==> config.mk <==
export PLATFORM = sky130hd
export DESIGN_NAME = cluster_anneal_seq
export DESIGN_NICKNAME = d
export VERILOG_FILES = /design/src/rtl/ca_sched_pkg.sv /design/src/rtl/ca_phase_mask.sv /design/src/rtl/ca_done_tracker.sv /design/src/rtl/ca_sched_counters.sv /design/src/rtl/cluster_anneal_seq.sv
export SDC_FILE = /design/constraint.sdc
export NUM_CORES = 1
export LEC_CHECK = 0
export BUFFER_PORTS_ARGS = -buffer_cell sky130_fd_sc_hd__buf_2
export CAP_MARGIN = 20
export CORE_ASPECT_RATIO = 0.9
export CORE_MARGIN = 2
export CORE_UTILIZATION = 40
export CTS_CLUSTER_SIZE = 8
export DETAILED_ROUTE_END_ITERATION = 10
export PLACE_DENSITY = 0.66
export SYNTH_ARGS = -nofsm -noshare
export SYNTH_HDL_FRONTEND = slang
export SYNTH_SLANG_ARGS = --single-unit
export TNS_END_PERCENT = 100
==> constraint.sdc <==
create_clock -name clk -period 2.1 [get_ports clk]
set_input_delay 0.42 -clock clk [delete_from_list [all_inputs] [get_ports clk]]
set_output_delay 0.42 -clock clk [all_outputs]
set_load 0.01 [all_outputs]
==> src/rtl/ca_sched_pkg.sv <==
package ca_sched_pkg;
  typedef enum logic [2:0] {
    S_IDLE,
    S_RELOAD,
    S_NOISE,
    S_LAUNCH,
    S_WAIT,
    S_FIN
  } seq_state_t;

  function automatic int unsigned safe_w(input int unsigned n);
    return (n > 1) ? $clog2(n) : 1;
  endfunction
endpackage

==> src/rtl/ca_phase_mask.sv <==
module ca_phase_mask #(
  parameter int unsigned N_CLUSTERS = 32
) (
  input  logic                  phase_i,
  output logic [N_CLUSTERS-1:0] mask_o
);
  for (genvar c = 0; c < N_CLUSTERS; c++) begin : g_bit
    if (c % 2 == 0) begin : g_even
      assign mask_o[c] = ~phase_i;
    end else begin : g_odd
      assign mask_o[c] = phase_i;
    end
  end
endmodule

==> src/rtl/ca_done_tracker.sv <==
module ca_done_tracker #(
  parameter int unsigned N_CLUSTERS = 32
) (
  input  logic                  clk,
  input  logic                  rst_n,
  input  logic                  clear_i,
  input  logic                  track_i,
  input  logic [N_CLUSTERS-1:0] active_i,
  input  logic [N_CLUSTERS-1:0] done_i,
  output logic                  all_done_o
);
  logic [N_CLUSTERS-1:0] seen_q;
  logic [N_CLUSTERS-1:0] seen_now;

  assign seen_now   = seen_q | (done_i & active_i);
  assign all_done_o = &(seen_now | ~active_i);

  always_ff @(posedge clk or negedge rst_n) begin
    if (!rst_n) begin
      seen_q <= '0;
    end else if (clear_i) begin
      seen_q <= '0;
    end else if (track_i) begin
      seen_q <= seen_now;
    end
  end
endmodule

==> src/rtl/ca_sched_counters.sv <==
module ca_sched_counters #(
  parameter int unsigned ITERS_PER_LEVEL = 800,
  parameter int unsigned RELOAD_EVERY    = 200,
  parameter int unsigned N_LEVELS        = 3,
  localparam int unsigned N_TEMPS = (ITERS_PER_LEVEL + RELOAD_EVERY - 1) / RELOAD_EVERY,
  localparam int unsigned ITER_W  = ca_sched_pkg::safe_w(ITERS_PER_LEVEL),
  localparam int unsigned RCNT_W  = ca_sched_pkg::safe_w(RELOAD_EVERY),
  localparam int unsigned TEMP_W  = ca_sched_pkg::safe_w(N_TEMPS),
  localparam int unsigned LVL_W   = ca_sched_pkg::safe_w(N_LEVELS)
) (
  input  logic              clk,
  input  logic              rst_n,
  input  logic              clear_i,
  input  logic              step_i,
  output logic [ITER_W-1:0] iter_o,
  output logic [TEMP_W-1:0] temp_o,
  output logic [LVL_W-1:0]  level_o,
  output logic              last_iter_o,
  output logic              last_level_o,
  output logic              win_end_o
);
  localparam logic [TEMP_W-1:0] TEMP_HOT = TEMP_W'(N_TEMPS - 1);

  logic [ITER_W-1:0] iter_q;
  logic [RCNT_W-1:0] rcnt_q;
  logic [TEMP_W-1:0] temp_q;
  logic [LVL_W-1:0]  level_q;

  assign last_iter_o  = (iter_q == ITER_W'(ITERS_PER_LEVEL - 1));
  assign last_level_o = (level_q == LVL_W'(N_LEVELS - 1));
  assign win_end_o    = (rcnt_q == RCNT_W'(RELOAD_EVERY - 1));

  always_ff @(posedge clk or negedge rst_n) begin
    if (!rst_n) begin
      iter_q  <= '0;
      rcnt_q  <= '0;
      temp_q  <= TEMP_HOT;
      level_q <= '0;
    end else if (clear_i) begin
      iter_q  <= '0;
      rcnt_q  <= '0;
      temp_q  <= TEMP_HOT;
      level_q <= '0;
    end else if (step_i) begin
      if (last_iter_o) begin
        if (!last_level_o) begin
          iter_q  <= '0;
          rcnt_q  <= '0;
          temp_q  <= TEMP_HOT;
          level_q <= level_q + 1'b1;
        end
      end else begin
        iter_q <= iter_q + 1'b1;
        if (win_end_o) begin
          rcnt_q <= '0;
          if (temp_q != '0) temp_q <= temp_q - 1'b1;
        end else begin
          rcnt_q <= rcnt_q + 1'b1;
        end
      end
    end
  end

  assign iter_o  = iter_q;
  assign temp_o  = temp_q;
  assign level_o = level_q;
endmodule

==> src/rtl/cluster_anneal_seq.sv <==
module cluster_anneal_seq #(
  parameter int unsigned N_CLUSTERS      = 32,
  parameter int unsigned ITERS_PER_LEVEL = 800,
  parameter int unsigned RELOAD_EVERY    = 200,
  parameter int unsigned N_LEVELS        = 3,
  localparam int unsigned N_TEMPS = (ITERS_PER_LEVEL + RELOAD_EVERY - 1) / RELOAD_EVERY,
  localparam int unsigned ITER_W  = ca_sched_pkg::safe_w(ITERS_PER_LEVEL),
  localparam int unsigned TEMP_W  = ca_sched_pkg::safe_w(N_TEMPS),
  localparam int unsigned LVL_W   = ca_sched_pkg::safe_w(N_LEVELS)
) (
  input  logic                  clk,
  input  logic                  rst_n,
  input  logic                  start_i,
  output logic                  done_o,
  output logic                  readback_en_o,
  output logic                  phase_o,
  output logic [N_CLUSTERS-1:0] clu_start_o,
  input  logic [N_CLUSTERS-1:0] clu_done_i,
  output logic                  reload_req_o,
  input  logic                  reload_ack_i,
  output logic                  noise_req_o,
  input  logic                  noise_ack_i,
  output logic [TEMP_W-1:0]     temp_o,
  output logic [ITER_W-1:0]     iter_o,
  output logic [LVL_W-1:0]      level_o
);
  import ca_sched_pkg::*;

  seq_state_t state_q, state_d;
  logic phase_q, phase_d;
  logic [N_CLUSTERS-1:0] active_mask;
  logic all_done, step, clear_run;
  logic last_iter, last_level, win_end;

  ca_phase_mask #(.N_CLUSTERS(N_CLUSTERS)) u_mask (
    .phase_i (phase_q),
    .mask_o  (active_mask)
  );

  ca_done_tracker #(.N_CLUSTERS(N_CLUSTERS)) u_track (
    .clk        (clk),
    .rst_n      (rst_n),
    .clear_i    (state_q == S_LAUNCH),
    .track_i    (state_q == S_WAIT),
    .active_i   (active_mask),
    .done_i     (clu_done_i),
    .all_done_o (all_done)
  );

  ca_sched_counters #(
    .ITERS_PER_LEVEL (ITERS_PER_LEVEL),
    .RELOAD_EVERY    (RELOAD_EVERY),
    .N_LEVELS        (N_LEVELS)
  ) u_cnt (
    .clk          (clk),
    .rst_n        (rst_n),
    .clear_i      (clear_run),
    .step_i       (step),
    .iter_o       (iter_o),
    .temp_o       (temp_o),
    .level_o      (level_o),
    .last_iter_o  (last_iter),
    .last_level_o (last_level),
    .win_end_o    (win_end)
  );

  assign clear_run = (state_q == S_IDLE) && start_i;
  assign step      = (state_q == S_WAIT) && all_done && phase_q;

  always_comb begin
    state_d = state_q;
    phase_d = phase_q;
    unique case (state_q)
      S_IDLE: begin
        phase_d = 1'b0;
        if (start_i) state_d = S_RELOAD;
      end
      S_RELOAD: if (reload_ack_i) state_d = S_NOISE;
      S_NOISE:  if (noise_ack_i)  state_d = S_LAUNCH;
      S_LAUNCH: state_d = S_WAIT;
      S_WAIT: begin
        if (all_done) begin
          if (!phase_q) begin
            phase_d = 1'b1;
            state_d = S_LAUNCH;
          end else begin
            phase_d = 1'b0;
            if (last_iter && last_level) state_d = S_FIN;
            else if (last_iter || win_end) state_d = S_RELOAD;
            else state_d = S_LAUNCH;
          end
        end
      end
      S_FIN:   state_d = S_IDLE;
      default: state_d = S_IDLE;
    endcase
  end

  always_ff @(posedge clk or negedge rst_n) begin
    if (!rst_n) begin
      state_q <= S_IDLE;
      phase_q <= 1'b0;
    end else begin
      state_q <= state_d;
      phase_q <= phase_d;
    end
  end

  assign done_o        = (state_q == S_FIN);
  assign readback_en_o = (state_q == S_IDLE);
  assign phase_o       = phase_q;
  assign reload_req_o  = (state_q == S_RELOAD);
  assign noise_req_o   = (state_q == S_NOISE);
  assign clu_start_o   = (state_q == S_LAUNCH) ? active_mask : '0;
endmodule

======== Yosys cells after proc, flatten, opt, wreduce, memory -nomap -nowiden ========
Index checks and enable logic that the tools add are counted.
word-level totals
  word-level logic and storage cells ...... 82
  input port bits ......................... 37
  flip-flop bits (word level) ............. 58
  output and inout port bits .............. 51
operators by class
  equal/unequal tests ..................... 14
  bitwise logic cells ..................... 5
  reductions and logical operators ........ 19
  mux-type cells .......................... 33
  add/sub/neg operators ................... 4
operator list
  cell                                                                      number
  32-bit two-way mux                                                        3
  32-bit OR                                                                 2
  10-bit two-way mux                                                        4
  8-bit two-way mux                                                         5
  32-bit bitwise AND                                                        1
  32-bit inverter                                                           1
  32-bit AND reduction                                                      1
  2-bit two-way mux                                                         11
  3-bit two-way mux                                                         6
  3-bit one-hot mux with 5 select lines                                     1
  10-bit by 1-bit adder with 10-bit output (second input constant)          1
  10-bit == test (second input constant)                                    1
  2-bit nonzero test                                                        5
  8-bit by 1-bit adder with 8-bit output (second input constant)            1
  8-bit == test (second input constant)                                     1
  4-bit AND reduction                                                       2
  3-bit by 2-bit == test with 1-bit output (second input constant)          2
  3-bit == test (second input constant)                                     2
  2-bit inequality test (second input constant)                             3
  3-bit nonzero test                                                        2
  1-bit logical AND                                                         4
  2-bit by 1-bit inequality test with 1-bit output (second input constant)  2
  2-bit AND reduction                                                       2
  3-bit by 1-bit == test with 1-bit output (second input constant)          1
  10 further kinds                                                          11

======== Logic depth before layout (Yosys ltp) ========
  depth after elaboration ................. 9
  gate-level depth with buffers ........... 7
  depth with buffers taken out ............ 6

======== By module ========
From an unflattened synthesis, not the netlist that was laid out.
unflattened totals
  cell total of the unflattened synthesis .. 375
  area total of the unflattened synthesis .. 3539.6 µm²
modules (own cells, without submodules)
  module              times used  area an instance (µm²)  seq. area each (µm²)  cells each
  ca_done_tracker     1           1488.9                  800.8                 152
  ca_sched_counters   1           1301.2                  553.0                 125
  cluster_anneal_seq  1           513.0                   100.1                 66
  ca_phase_mask       1           236.5                   0.0                   32

======== Worst setup path after synthesis ========
OpenSTA, ideal clock, no wires.
  path kind ............................... register -> output
  start ................................... reg phase_q (netlist: phase_o)
  end ..................................... out clu_start_o[11]
  stages on the path, launching flop included .. 6
  arrival time ............................ 1.836 ns
  required time ........................... 1.680 ns
  buffers on the path ..................... 3
  slack ................................... -0.156 ns
  cells stage by stage .................... dfrtp_1 > clkbuf_1 > inv_1 > clkbuf_1 > nor2_1 > buf_4
on the way
  longest elaborated chain between the ends .. 1
RTL lines
  element                   RTL line                   RTL
  start: declaration        cluster_anneal_seq.sv:30   logic phase_q, phase_d;
  start signal: assignment  cluster_anneal_seq.sv:105  phase_q <= phase_d;
  32-bit two-way mux        cluster_anneal_seq.sv:114  assign clu_start_o = (state_q == S_LAUNCH) ? active_mask : '0;
  end: declaration          cluster_anneal_seq.sv:17   output logic [N_CLUSTERS-1:0] clu_start_o,
No other way between the ends.

======== Final worst setup path ========
  start ................................... reg state_q[0]
  end ..................................... reg u_cnt.iter_q[9] (netlist: u_cnt.iter_o[9])
on the way
  longest elaborated chain between the ends .. 5
  elaborated cells on any way between the ends .. 9
  classes of those cells .................. 2 x eq/ne; 1 x mux; 6 x reduce/logical
RTL lines
  element                         RTL line                   RTL
  start: declaration              cluster_anneal_seq.sv:29   seq_state_t state_q, state_d;
  start signal: assignment        cluster_anneal_seq.sv:104  state_q <= state_d;
  3-bit == test                   cluster_anneal_seq.sv:68   assign step = (state_q == S_WAIT) && all_done && phase_q;
  1-bit logical AND (2 in a row)  cluster_anneal_seq.sv:68
  2-bit nonzero test (no line)    --
  2-bit AND reduction (no line)   --
  end signal: assignment          ca_sched_counters.sv:53    iter_q <= iter_q + 1'b1;
  end: declaration                ca_sched_counters.sv:24    logic [ITER_W-1:0] iter_q;
Parallel ways exist; a longest one is shown, timed or not.
A chain may end at the register's enable or synchronous reset.

==> flow_summary.toml <==
[yosys]
synthMuxAreaShare_pct = 0.612
synthTopCellsByCount = "a21oi_1, dfrtp_1, nor2_1"
synth_seq_cells = 58
synth-async-reset-ratio_pct = 100
syn_inst = 371
ys_warn_count = 0
yosys.area_share.simple_pct = 20.8
synth_area_um2 = 3270
synth-xor-area-share_pct = 0
synth_nets = 412
synth_top_area_cell = "dfrtp_1"
yosys-top-cells-area = "dfrtp_1, a21oi_1, buf_4"
synth_fa_ha_area_share_pct = 1.53
yosysSeqAreaShare_pct = 44.4
synth_top_family_by_area = "compound AO/OA/AOI/OAI gates"
yosysUniqueCellTypes = 49
synth_most_common_cell = "a21oi_1"
synth_edf_count = 0
synth_ff_type = "dfrtp_1"
synth_top_area_share_pct = 42.8
synth_area_per_cell_um2 = 8.82
synth_compound_area_share_pct = 22.7

[global_routing]
grt_max_degree = 59
track_usage_pct = 18.6
antenna_found_initial = 0
overflow = 0
grt_pass1_vias = 2848
grt_first_pass_wirelength_mm = 13.5

[layout]
syn_to_final_growth_pct = 22.2
fin_nets = 491
antenna_cells = 0
stdcell_area_um2 = 4000
drive_gt1_share_pct = 32.3
nFillCells = 740

[sta]
rsz0062_at_grt = "no"
fmax_ghz = 0.497
worst_slew_pin_slew_ns = 0.530
setup_viol = 0
tns_ns = 0
finalClockSkew_ns = 0.00842
fin_crit_sh_pct = 95.9
hold_viol = 0
setup_ws_ns = 0.0861
drv_slew = 0
slew-limit-headroom_pct = 64.3
min_period_ns = 2.01

[clock_network]
clockBufferDepth = 2
cts_tree = "done"
insertion_delay_ns = 0.34
cts_setup_buffers = 0
clock-root-buffer = "clkbuf_8"
cts_hold_buf = 0
numCtsBuffers = 9
cts_sinks = 58
clk_pin_slew_ns = 0.07
htreeDepth = 3

[die]
dieHeight_um = 89.8
pin_count = 88
die_area_um2 = 8920
start_util_pct = 41.0
core_um2 = 7990
rows = 31
die_x_um = 99.4

[place]
dp_hpwl_mm = 5.81
placed_area_um2 = 3760
gp_congestion = 0.916
io_buffers = 87
post-place-ws_ns = 0.0267

[critical_path]
slowest_delay_ns = 0.53
start_kind = "flop"
critPathBufInv = 0
cp_cell_sequence = "or3b_4 -> nor3_4 -> nand4_2 -> or4_1 -> a21oi_1"
cp.required_ns = 2.36
path_class = "reg2reg"
critical_path.slowest_cell = "or4_1"
critPathTopFamily = "simple AND/OR/NAND/NOR gates"
worstPathMaxFanout = 6
crit_arrival_ns = 2.27
cp-end-kind = "flop"
ff2ff_setup_slack_ns = 0.09

[detailed_routing]
drc = 0
drtAntennaViolNets = 0
dr.pass1.iters = 5
num_vias = 3119
totalWireLength_mm = 8.16
wl_per_cell_um = 14.7
drtIter0Drc = 158
vias_per_cell = 5.63

[job]
maxCapViolations = 0

[hold_path]
min_path_type = "in2async"

[run_status]
run_status = "complete, no violations"

[pwr]
irDropWorstVdd_uv = 356
power.leakage_nw = 1.84
p_total_mw = 3.53
p_per_area_nw_per_um2 = 883
layout make-up:
cell class | instances | area (um^2) | share of cell area [%]
Sequential cell | 58 | 1450 | 36.3
Timing Repair Buffer | 115 | 658 | 16.4
Inverter | 5 | 18.8 | 0.469
Clock inverter | 6 | 67.6 | 1.69
Clock buffer | 10 | 128 | 3.19
Multi-Input combinational cell | 261 | 1550 | 38.8
Tap cell | 99 | 124 | 3.10
worst paths after layout:
path                       depth (start not counted)                 to             from
max                                                5    u_cnt.iter_o[9]       state_q[0]
min                                                2  u_track.seen_q[0]            rst_n
max reg2reg                                        5    u_cnt.iter_o[9]       state_q[0]
min reg2reg                                        1    u_cnt.rcnt_q[7]  u_cnt.rcnt_q[7]
max in group asynchronous                          2    u_cnt.temp_o[1]            rst_n
min in group clk                                   3         state_q[1]     reload_ack_i
sequential cells by signal, summed over array words and instances, names as in the netlist:
signal	flops
u_track.seen_q	32
u_cnt.iter_o	10
u_cnt.rcnt_q	8
state_q	3
u_cnt.level_o	2
u_cnt.temp_o	2
phase_o	1
power breakdown:
group | switching [mW] | total (mW) | leakage (nW) | internal, mW
Combinational | 0.675 | 1.12 | 0.954 | 0.447
Sequential | 0.114 | 1.39 | 0.792 | 1.27
Clock | 0.474 | 1.02 | 0.0925 | 0.549
layout by cell type, fill, tap and decap left out, types with 4 or more instances in the layout:
| master | synthesis | final |
|---|---|---|
| nor2_1 | 45 | 43 |
| ha_1 | 4 | 4 |
| inv_1 | 5 | 5 |
| or3_1 | 5 | 5 |
| or4_1 | 6 | 6 |
| o21ai_0 | 13 | 13 |
| buf_2 | 1 | 87 |
| nand3_1 | 16 | 15 |
| nand2_1 | 8 | 8 |
| nand4_1 | 9 | 9 |
| nor2_4 | 0 | 4 |
| clkbuf_8 | 0 | 9 |
| o22ai_1 | 15 | 15 |
| o211ai_1 | 4 | 4 |
| a31oi_1 | 5 | 5 |
| a21oi_1 | 73 | 73 |
| dfrtp_1 | 56 | 56 |
| buf_4 | 30 | 27 |
| nor3_1 | 8 | 7 |
| and3_1 | 5 | 4 |
| o31ai_1 | 6 | 6 |
timing repair:
item | CTS | global route
pin swaps | 2 | 0
cloned | 2 | 0
resized for setup | 3 | 4
endpoints found under the hold margin | 0 | 0
endpoints found under the setup margin | 32 | 34
metal layers:
layer  wire length (um)  up-vias  global-route usage, %
met5                  0        -                      0
met2               3740       94                   29.1
met4                139        0                   6.85
met1               3880     1502                   26.2
met3                414       10                   2.88
li1                   -     1513                      -
worst register-to-register path, stage by stage (launching register included):
cell and delay [ns]:
dfrtp_1 0.39, or3b_4 0.45, nor3_4 0.22, nand4_2 0.16, or4_1 0.53, a21oi_1 0.18
per-stage QoR:
step	util, %	hold slack, ns	std cells
3_3_place_gp	47.1	0.449	536
6_report	50.1	0.0618	554
3_5_place_dp	47.1	0.448	536
4_1_cts	49.8	0.0793	554
2_1_floorplan	-	0.124	371
5_1_grt	50.1	0.113	554
logic make-up after synthesis:
logic type	Yosys count
simple gates	124
flops	58
compound gates	129
buf+inv	54
fa+ha+maj	4
mux	2
(Power assumes the default switching activity.)
